<file path="src/rtl/simt_div_pkg.sv">
package simt_div_pkg;
  typedef enum logic [1:0] {
    BK_NONE  = 2'd0,
    BK_ALL   = 2'd1,
    BK_ZERO  = 2'd2,
    BK_SPLIT = 2'd3
  } br_kind_e;
endpackage

</file>
<file path="src/rtl/simt_br_classify.sv">
module simt_br_classify
  import simt_div_pkg::*;
#(
  parameter int WARP_SIZE = 32
) (
  input  logic                 br_valid,
  input  logic [WARP_SIZE-1:0] taken_in,
  input  logic [WARP_SIZE-1:0] act_in,
  output br_kind_e             kind,
  output logic [WARP_SIZE-1:0] eff_taken,
  output logic [WARP_SIZE-1:0] rest_mask
);
  always_comb begin
    eff_taken = taken_in & act_in;
    rest_mask = act_in & ~eff_taken;
    if (!br_valid)                kind = BK_NONE;
    else if (eff_taken == '0)     kind = BK_ZERO;
    else if (eff_taken == act_in) kind = BK_ALL;
    else                          kind = BK_SPLIT;
  end
endmodule

</file>
<file path="src/rtl/simt_entry_stack.sv">
module simt_entry_stack #(
  parameter int ENT_W   = 97,
  parameter int ENTRIES = 8,
  localparam int SP_W   = $clog2(ENTRIES + 1)
) (
  input  logic             clk,
  input  logic             rst,
  input  logic             push2,
  input  logic [ENT_W-1:0] push_lo,
  input  logic [ENT_W-1:0] push_hi,
  input  logic             pop,
  output logic [ENT_W-1:0] top_q,
  output logic             nonempty,
  output logic             no_room2
);
  logic [ENT_W-1:0] mem [ENTRIES];
  logic [SP_W-1:0]  sp;

  always_ff @(posedge clk) begin
    if (rst) begin
      sp <= '0;
    end else if (push2) begin
      sp <= sp + SP_W'(2);
    end else if (pop && sp != '0) begin
      sp <= sp - SP_W'(1);
    end
  end

  always_ff @(posedge clk) begin
    for (int i = 0; i < ENTRIES; i++) begin
      if (push2 && SP_W'(i) == sp)                 mem[i] <= push_lo;
      else if (push2 && SP_W'(i) == sp + SP_W'(1)) mem[i] <= push_hi;
    end
  end

  always_comb begin
    top_q = '0;
    for (int i = 0; i < ENTRIES; i++) begin
      if (SP_W'(i + 1) == sp) top_q = mem[i];
    end
  end

  assign nonempty = (sp != '0);
  assign no_room2 = (32'(sp) + 2) > ENTRIES;
endmodule

</file>
<file path="src/rtl/simt_reconv_match.sv">
module simt_reconv_match #(
  parameter int PC_W = 32
) (
  input  logic            npc_valid,
  input  logic            br_valid,
  input  logic [PC_W-1:0] npc,
  input  logic [PC_W-1:0] cur_rpc,
  input  logic            cur_rv,
  input  logic            nonempty,
  output logic            hit
);
  assign hit = npc_valid && !br_valid && cur_rv && nonempty && (npc == cur_rpc);
endmodule

</file>
<file path="src/rtl/simt_div_stack.sv">
module simt_div_stack
  import simt_div_pkg::*;
#(
  parameter int WARP_SIZE   = 32,
  parameter int PC_W        = 32,
  parameter int NEST_DEPTH  = 4,
  parameter logic [PC_W-1:0] RESET_PC = '0
) (
  input  logic                 clk,
  input  logic                 rst,
  input  logic                 br_valid,
  input  logic [WARP_SIZE-1:0] br_taken,
  input  logic [PC_W-1:0]      br_target,
  input  logic [PC_W-1:0]      br_fall,
  input  logic [PC_W-1:0]      br_reconv,
  input  logic                 npc_valid,
  input  logic [PC_W-1:0]      npc,
  output logic [PC_W-1:0]      cur_pc,
  output logic [WARP_SIZE-1:0] act_mask,
  output logic                 rejoin,
  output logic                 ovf_err
);
  localparam int ENTRIES = 2 * NEST_DEPTH;
  localparam int ENT_W   = 2 * PC_W + WARP_SIZE + 1;

  logic [PC_W-1:0]      cur_rpc;
  logic                 cur_rv;
  br_kind_e             kind;
  logic [WARP_SIZE-1:0] eff_taken, rest_mask;
  logic                 hit, nonempty, no_room2, push2;
  logic [ENT_W-1:0]     ent_join, ent_rest, top_q;
  logic [PC_W-1:0]      top_pc, top_rpc;
  logic [WARP_SIZE-1:0] top_mask;
  logic                 top_rv;

  simt_br_classify #(.WARP_SIZE(WARP_SIZE)) u_cls (
    .br_valid (br_valid),
    .taken_in (br_taken),
    .act_in   (act_mask),
    .kind     (kind),
    .eff_taken(eff_taken),
    .rest_mask(rest_mask)
  );

  simt_reconv_match #(.PC_W(PC_W)) u_match (
    .npc_valid(npc_valid),
    .br_valid (br_valid),
    .npc      (npc),
    .cur_rpc  (cur_rpc),
    .cur_rv   (cur_rv),
    .nonempty (nonempty),
    .hit      (hit)
  );

  assign push2    = (kind == BK_SPLIT) && !no_room2;
  assign ent_join = {br_reconv, act_mask, cur_rpc, cur_rv};
  assign ent_rest = {br_fall, rest_mask, br_reconv, 1'b1};
  assign {top_pc, top_mask, top_rpc, top_rv} = top_q;

  simt_entry_stack #(.ENT_W(ENT_W), .ENTRIES(ENTRIES)) u_stk (
    .clk     (clk),
    .rst     (rst),
    .push2   (push2),
    .push_lo (ent_join),
    .push_hi (ent_rest),
    .pop     (hit),
    .top_q   (top_q),
    .nonempty(nonempty),
    .no_room2(no_room2)
  );

  always_ff @(posedge clk) begin
    if (rst) begin
      cur_pc   <= RESET_PC;
      act_mask <= '1;
      cur_rpc  <= '0;
      cur_rv   <= 1'b0;
      rejoin   <= 1'b0;
      ovf_err  <= 1'b0;
    end else begin
      rejoin <= 1'b0;
      case (kind)
        BK_ZERO: cur_pc <= br_fall;
        BK_ALL:  cur_pc <= br_target;
        BK_SPLIT: begin
          cur_pc   <= br_target;
          act_mask <= eff_taken;
          if (no_room2) begin
            ovf_err <= 1'b1;
          end else begin
            cur_rpc <= br_reconv;
            cur_rv  <= 1'b1;
          end
        end
        default: begin
          if (hit) begin
            cur_pc   <= top_pc;
            act_mask <= top_mask;
            cur_rpc  <= top_rpc;
            cur_rv   <= top_rv;
            rejoin   <= 1'b1;
          end else if (npc_valid) begin
            cur_pc <= npc;
          end
        end
      endcase
    end
  end
endmodule

</file>
<file path="config.mk">
export PLATFORM = sky130hd
export DESIGN_NAME = simt_div_stack
export DESIGN_NICKNAME = d
export VERILOG_FILES = /design/src/rtl/simt_div_pkg.sv /design/src/rtl/simt_br_classify.sv /design/src/rtl/simt_entry_stack.sv /design/src/rtl/simt_reconv_match.sv /design/src/rtl/simt_div_stack.sv
export SDC_FILE = /design/constraint.sdc
export NUM_CORES = 1
export LEC_CHECK = 0
export BUFFER_PORTS_ARGS = -buffer_cell sky130_fd_sc_hd__buf_4
export CORE_AREA = 2 2 355 357
export CTS_BUF_LIST = sky130_fd_sc_hd__clkbuf_16
export DETAILED_ROUTE_END_ITERATION = 8
export DIE_AREA = 0 0 357 359
export PLACE_DENSITY = 0.58
export SYNTH_ARGS = -nofsm -noshare
export SYNTH_HDL_FRONTEND = slang
export SYNTH_SLANG_ARGS = --single-unit
</file>
<file path="constraint.sdc">
create_clock -name clk -period 33.7 [get_ports clk]
set_input_delay 5.055 -clock clk [delete_from_list [all_inputs] [get_ports clk]]
set_output_delay 5.055 -clock clk [all_outputs]
set_load 0.02 [all_outputs]
</file>
# ---- After elaboration in Yosys (flattened, before gate mapping)
# Memory sizes are Yosys's and may differ from the RTL's.
# Index checks and enable logic that the tools add are counted.
# W data, S select, Z words.
dict set report word_totals {
  ff_bits 103
  ramBits 776
  out_inout_bits 66
  wordCells 180
  n_memories 1
}
# memory depth word_bits read_ports rd_clocked_by_memory_dff wr line_no
set memory_table {}
lappend memory_table {u_stk.mem 8 97 8 0 2 simt_entry_stack.sv:16} ;# logic [ENT_W-1:0] mem [ENTRIES];
dict set report op_classes {
  n_addsub 4
  magnitude_cmp 1
  eq_ne 21
  mux 91
  bitwise_logic 12
  reduce_logical 43
}
# operator count
set ops {}
lappend ops {{$mux W97} 22}
lappend ops {{$reduce_or A97 Y1} 6}
lappend ops {{$pmux W32 S2} 3}
lappend ops {{$mux W32} 5}
lappend ops {{$and A32 B32 Y32} 2}
lappend ops {{$eq A32 B32 Y1} 2}
lappend ops {{$mux W1} 49}
lappend ops {{$eq A3 B4 Y1 const A} 8}
lappend ops {{$gt A32 B4 Y1 const B} 1}
lappend ops {{$logic_not A32 Y1} 1}
lappend ops {{$not A32 Y32} 1}
lappend ops {{$logic_and A1 B1 Y1} 22}
lappend ops {{$mux W3} 6}
lappend ops {{$eq A2 B4 Y1 const A} 4}
lappend ops {{$eq A1 B4 Y1 const A} 2}
lappend ops {{$logic_not A4 Y1} 2}
lappend ops {{$mux W4} 2}
lappend ops {{$or A1 B1 Y1} 8}
lappend ops {{$reduce_bool A4 Y1} 2}
lappend ops {{$mux W2} 3}
lappend ops {{$add A4 B2 Y5 const B} 1}
lappend ops {{$add A4 B1 Y4 const B} 1}
lappend ops {{$add A4 B2 Y4 const B} 1}
lappend ops {{$eq A2 B2 Y1 const B} 2}
lappend ops {{12 further kinds} 16}

# ---- Longest topological paths before layout
# Gate-level depths: netlist of run 1.
dict set report logic_depth {
  depth_word 16
  ltp_mapped 20
}

# ---- Hierarchy
# A second synthesis of run 1 with hierarchy kept.
dict set report unflattened {
  hier_cells 3400
  area_unflattened_um2 45696.3
}
# mod instances cells_per_inst area_each_um2 seq_area_each_um2
set modules_own_cells {}
lappend modules_own_cells {simt_entry_stack 1 2767 39854.5 23382.4}
lappend modules_own_cells {simt_div_stack 1 499 4893.4 1981.9}
lappend modules_own_cells {simt_br_classify 1 89 584.3 0.0}
lappend modules_own_cells {simt_reconv_match 1 45 364.1 0.0}

# ---- Worst setup path before layout of run 1
# OpenSTA, ideal clock, no wires.
dict set report synth_path {
  path_kind {in2reg}
  start {input port br_taken[4]}
  end {memory u_stk.mem[7][0], in the netlist u_stk.mem[1][291] (enable)}
  setup_time_ns 0.687
  t_arrival_ns 14.357
  path_slack_ns 18.657
  stages 13
  path_buffers 5
  path_cell_list {clkbuf_1 > a22o_1 > a221oi_1 > nand3_1 > or4_1 > clkbuf_1 > buf_2 > a41oi_1 > ha_1 > clkbuf_1 > nand2_1 > clkbuf_1 > o21ai_0}
}
# element line_no
set synth_lines {}
lappend synth_lines {{start, declared} simt_div_stack.sv:12} ;# input logic [WARP_SIZE-1:0] br_taken,
lappend synth_lines {{end, declared} simt_entry_stack.sv:16}

==> metrics.cfg, run 1 <==
[critical_path]
crit_type=input port to flip-flop
crit_slowest_cell=nand2_4
startpoint_type=input port
crit_path_max_incr_delay_ps=980
worstPathRequired_ps=34000
critPathCaptureType=flip-flop
crit_fanout=66
arrival_ps=11390
cp_common_cell=buf_4
worstPathCellList=buf_4 -> a22o_1 -> a221oi_1 -> nand3_1 -> or4_2 -> buf_4 -> a41oi_1 -> ha_4 -> clkinv_1 -> a211oi_1 -> and3_1 -> nand2_4 -> nand2_4 -> buf_4

[global_route]
grtUsageTotal_pct=22.86
grt_pass1_vias=31920
grt.overflow.total=0
grt_max_degree=77
antenna_found_initial=2
grt_pass1_wl_um=220500

[cells_and_area]
drive_above_1_share_pct=20.44
final_cell_area_um2=49090
nFillCells=12070
areaGrowthSynthToFinish_pct=13.48
fin_nets=3926

[timing]
fin_crit_sh_pct=32.93
worst_pin_slew_ps=1252
tns_ps=0
skew_ps=35.68
period_needed_ps=11100
rsz0062_at_grt=no
clock.fmax_ghz=0.09012
slew_headroom_pct=16.36
finalSetupViolations=0
maxSlewViolCount=0
finalHoldViolCount=0

[synth]
netlist_top_cells_area=edfxtp_1, mux2_2, a21oi_1
synth_edf_count=775
synth_top_area_share_pct=53.80
ys_seq_area_share_pct=58.62
synth_seq_cells=879
yosysTopAreaCell=edfxtp_1
yosysWarnings=0
synth_flop_cell=edfxtp_1
async_reset_ff_share_pct=0
synth_cells=3808
netlist_area_um2=43250
syn_avg_cell_area_um2=11.36
syn_nets=3981
synth_cell_type_count=53

[place]
placed_area_um2=46080
portBuffers=229
hpwl_um=81670
gp_congestion=0.8000

[cts]
cts_setup_buffers=0
clkTransAtPathRegs_ps=70
root_buffer=clkbuf_16
cts.path.max_buffers=3
cts_hold_buf=0
cts_htree_levels=3
cts_tree=built
numCtsBuffers=96
cts_resized=0
clkSinkCount=879
clk_latency_ps=700

[floorplanning]
fp.coreArea_um2=124600
start_util_pct=34.72
die_x_um=357
ios=230
core.rowCount=130
dieArea_um2=128200
dieHeight_um=359

[outcome]
status=finished clean

[pwr]
p_per_area_nw_per_um2=50.56
ir_drop_uv=37.16
p_leak_nw=17.22

[routing]
route.detailed.drc=0
routed_via_density=5.983
wl_per_cell_um=27.39
first_pass_iters=5
ant_nets=0
drt-total-wl_um=150300
initialDrtViolationCount=3898
via_count=32830

[run]
cap_violations=0

[min_path]
hp-class=flip-flop to flip-flop

-- through the flow --
step / hold slack, ps / util [%] / worst slack (ps) / power [mW] / instances
6_report: 508.0 / 39.40 / 22600 / 2.482 / 5487
5_1_grt: 559.2 / 39.40 / 22350 / 2.553 / 5487
4_1_cts: 509.2 / 39.39 / 22710 / 2.489 / 5486
3_5_place_dp: 501.3 / 36.98 / 22000 / 1.479 / 5305
3_3_place_gp: 490.1 / 36.98 / 22100 / 1.475 / 5305
2_1_floorplan: 478.0 / - / 18660 / 1.385 / 3808
-- worst max-delay path: cells and delay by family --
family                   cells  cell delay [ps]
AND/OR/NAND/NOR              5             2800
AO/OA/AOI/OAI                4             1340
buffers and inverters        4             1510
adder cells (fa/ha/maj)      1              550
-- where the power goes --
| part | total [mW] | internal [mW] | switching (mW) |
|---|---|---|---|
| logic | 0.226 | 0.0781 | 0.148 |
| registers | 1.23 | 1.22 | 0.0185 |
| clock network | 1.02 | 0.568 | 0.454 |
-- layer usage --
metal,share of wire [%],global-route usage (%),routed length (µm)
met4,3.3,8.420,5002
met5,0.0086,0,13
met1,41,31.08,62310
met3,8.0,3.259,12100
met2,47,36.95,70890
-- cells in the mapped netlist (68+ instances only) --
master and instances:
edfxtp_1 775, nand2_1 526, a21oi_1 417, clkbuf_1 356
mux2_2 320, o21ai_0 178, a22oi_1 113, dfxtp_1 104
nor2_1 100, o221ai_1 97, a221oi_1 78, inv_1 72
o211ai_1 68
-- cells in the final DEF, fill, tap and decap left out, drive strengths merged, types with 35 or more instances in the layout --
master,instances
o211ai,68
o221ai,97
a22oi,113
o21ai,179
a211oi,35
nor2,100
clkbuf,97
inv,101
clkinv,57
buf,290
edfxtp,775
mux2,320
o21a,38
a21oi,417
a221oi,78
dfxtp,104
a21boi,50
nand2,526
a22o,66
-- path summary, 6_finish.rpt --
| kind | from | endpoint | slack, ps | depth (start not counted) |
|---|---|---|---|---|
| setup reg to reg | act_mask[4]$_SDFFE_PP1P_ | u_stk.mem[0][306]$_DFFE_PP_ | 26620 | 13 |
| hold reg to reg | ovf_err$_SDFFE_PP0P_ | ovf_err$_SDFFE_PP0P_ | 510 | 2 |
| hold / removal | ovf_err$_SDFFE_PP0P_ | ovf_err$_SDFFE_PP0P_ | 510 | 2 |
| setup / recovery | br_taken[11] | u_stk.mem[0][306]$_DFFE_PP_ | 22600 | 14 |
-- state kept, by name, summed over array words and instances, names as in the netlist --
signal and flops:
act_mask 32, cur_pc 32, cur_rpc 32, cur_rv 1
ovf_err 1, rejoin 1, u_stk.mem 776, u_stk.sp 4
-- area by class of cell --
class / instances / area (µm²) / share of cell area (%)
multi-input combinational: 2403 / 16170 / 32.94
sequential: 879 / 25350 / 51.65
timing repair buffer: 290 / 2177 / 4.435
clock inverter: 84 / 578.1 / 1.178
tap: 1650 / 2064 / 4.206
antenna: 1 / 2.502 / 0.005098
clock buffer: 97 / 2427 / 4.945
inverter: 83 / 311.5 / 0.6347
-- logic make-up after synthesis --
| logic type | share of synthesized area, % |
|---|---|
| AOI/OAI and AO/OA | 19.81 |
| adders and majority gates | 0.2603 |
| and+or+nand+nor | 6.775 |
| DFF | 58.62 |
| muxes | 9.071 |
| buffers and inverters | 4.738 |
| xor gates and xnor gates | 0.7290 |
Power figures use the tool's default switching activity.
==> inputs of run 2 (changes only) <==
==> constraint.sdc (replaced) <==
create_clock -name clk -period 10.63 [get_ports clk]
set_input_delay 1.5945 -clock clk [delete_from_list [all_inputs] [get_ports clk]]
set_output_delay 1.5945 -clock clk [all_outputs]
set_load 0.02 [all_outputs]
==> run 2 against run 1 <==
  * Worst hold slack worse by 13 ps
  * Global-route usage down 0.12 points
  * Clock skew up 22 ps
  * Via count up 0.16%
  * Die area unchanged
  * First-iteration DRC count down 4.8%
  * Worst setup slack worse by 20000 ps
  * Register-to-register slack worse by 23000 ps
  * Total power rose to 3.2 times the previous value
  * Largest cell class unchanged
  * Cell count about the same
  * Sequential power rose to 3.2 times the previous value
==> metrics.cfg, run 2 (synthesized netlist as in run 1, its figures left out) <==
[outcome]
status=finished clean

[routing]
route.detailed.drc=0
ant_nets=0
drt-total-wl_um=149500
wl_per_cell_um=27.22
first_pass_iters=5
via_count=32880
initialDrtViolationCount=3711
routed_via_density=5.987

[place]
dpl.cell_count=5309
place_ws_ps=2281
gp_congestion=0.8014
placed_area_um2=46110
hpwl_um=82480
portBuffers=229

[global_route]
grt_pass1_vias=32170
grt_pass1_wl_um=219600
grtUsageTotal_pct=22.74
grt.overflow.total=0
antenna_found_initial=1
grt_max_degree=84

[cells_and_area]
largest_reg_flops=776
layout.cells.non_filler=5492
fin_nets=3930
drive_above_1_share_pct=20.72
fin_util_pct=39.47
final_cell_area_um2=49180
layout_commonest_cell=edfxtp_1
layout_common_cells=edfxtp_1, nand2_1, a21oi_1, mux2_2, buf_4
seq_area_um2=25350
nFillCells=12040
areaGrowthSynthToFinish_pct=13.70
top_register=u_stk.mem
multi_input_area_um2=16170

[timing]
rsz0062_at_grt=no
skew_ps=57.55
slew_headroom_pct=20.75
clock.fmax_ghz=0.1301
maxSlewViolCount=0
finalSetupViolations=0
period_needed_ps=7683
fin_crit_sh_pct=72.28
timing.final.ws_setup_ps=2947
holdWs_ps=495.5
finalHoldViolCount=0
worst_pin_slew_ps=1189
tns_ps=0

[cts]
cts_resized=0
cts_tree=built
cts_htree_levels=3
clkSinkCount=879
cts.path.max_buffers=3
numCtsBuffers=96
clk_latency_ps=700
cts_hold_buf=0
clkTransAtPathRegs_ps=60
root_buffer=clkbuf_16
cts_setup_buffers=0

[floorplanning]
dieArea_um2=128200
ios=230
core.rowCount=130
fp.coreArea_um2=124600
die_x_um=357
start_util_pct=34.72
dieHeight_um=359

[pwr]
ir_drop_uv=123.1
p_per_area_nw_per_um2=160.8
total_power_mw=7.910
p_leak_nw=17.27

[critical_path]
crit_fanout=66
critPathCaptureType=flip-flop
crit_type=input port to flip-flop
arrival_ps=8000
worstPathRequired_ps=10950
startpoint_type=input port

[run]
cap_violations=0

[min_path]
hp-class=flip-flop to flip-flop

[run 2: layer usage]
metal	vias to the layer above	wire length (µm)	global-route usage, %
met4	0	4636	7.753
met2	1584	70560	36.87
met1	16690	62700	31.13
met5	-	0	0
met3	260	11570	3.162
li1	14350	-	-
[run 2: final cells by class]
type                       count  area share (%)
sequential                   879           51.56
multi-input combinational   2403           32.89
clock buffer                  99           5.038
timing repair buffer         294           4.488
tap                         1650           4.198
clock inverter                83           1.196
inverter                      83          0.6335
antenna                        1        0.005088
[run 2: worst max-delay path, cell delays in order]
cell      delay (ps)
buf_4            140
a22o_1           230
a221oi_1         420
nand3_1          120
or4_2            710
buf_4            390
a41oi_1          350
ha_4             700
clkinv_1         150
buf_4            340
a211oi_1         420
and3_1           350
nand2_4          530
nand2_4          890
buf_4            580
[run 2: power breakdown]
part	total [mW]	internal, mW	switching (mW)
logic	0.716	0.248	0.468
registers	3.91	3.85	0.0575
clock network	3.28	1.86	1.43
[run 2: path summary, 6_finish.rpt]
path / startpoint / to / slack [ps] / depth (start not counted)
worst max-delay path: br_taken[4] / u_stk.mem[0][310]$_DFFE_PP_ / 2950 / 15
worst min register to register: ovf_err$_SDFFE_PP0P_ / ovf_err$_SDFFE_PP0P_ / 500 / 2
worst max register to register: act_mask[4]$_SDFFE_PP1P_ / u_stk.mem[0][310]$_DFFE_PP_ / 3490 / 14
worst min-delay path: ovf_err$_SDFFE_PP0P_ / ovf_err$_SDFFE_PP0P_ / 500 / 2
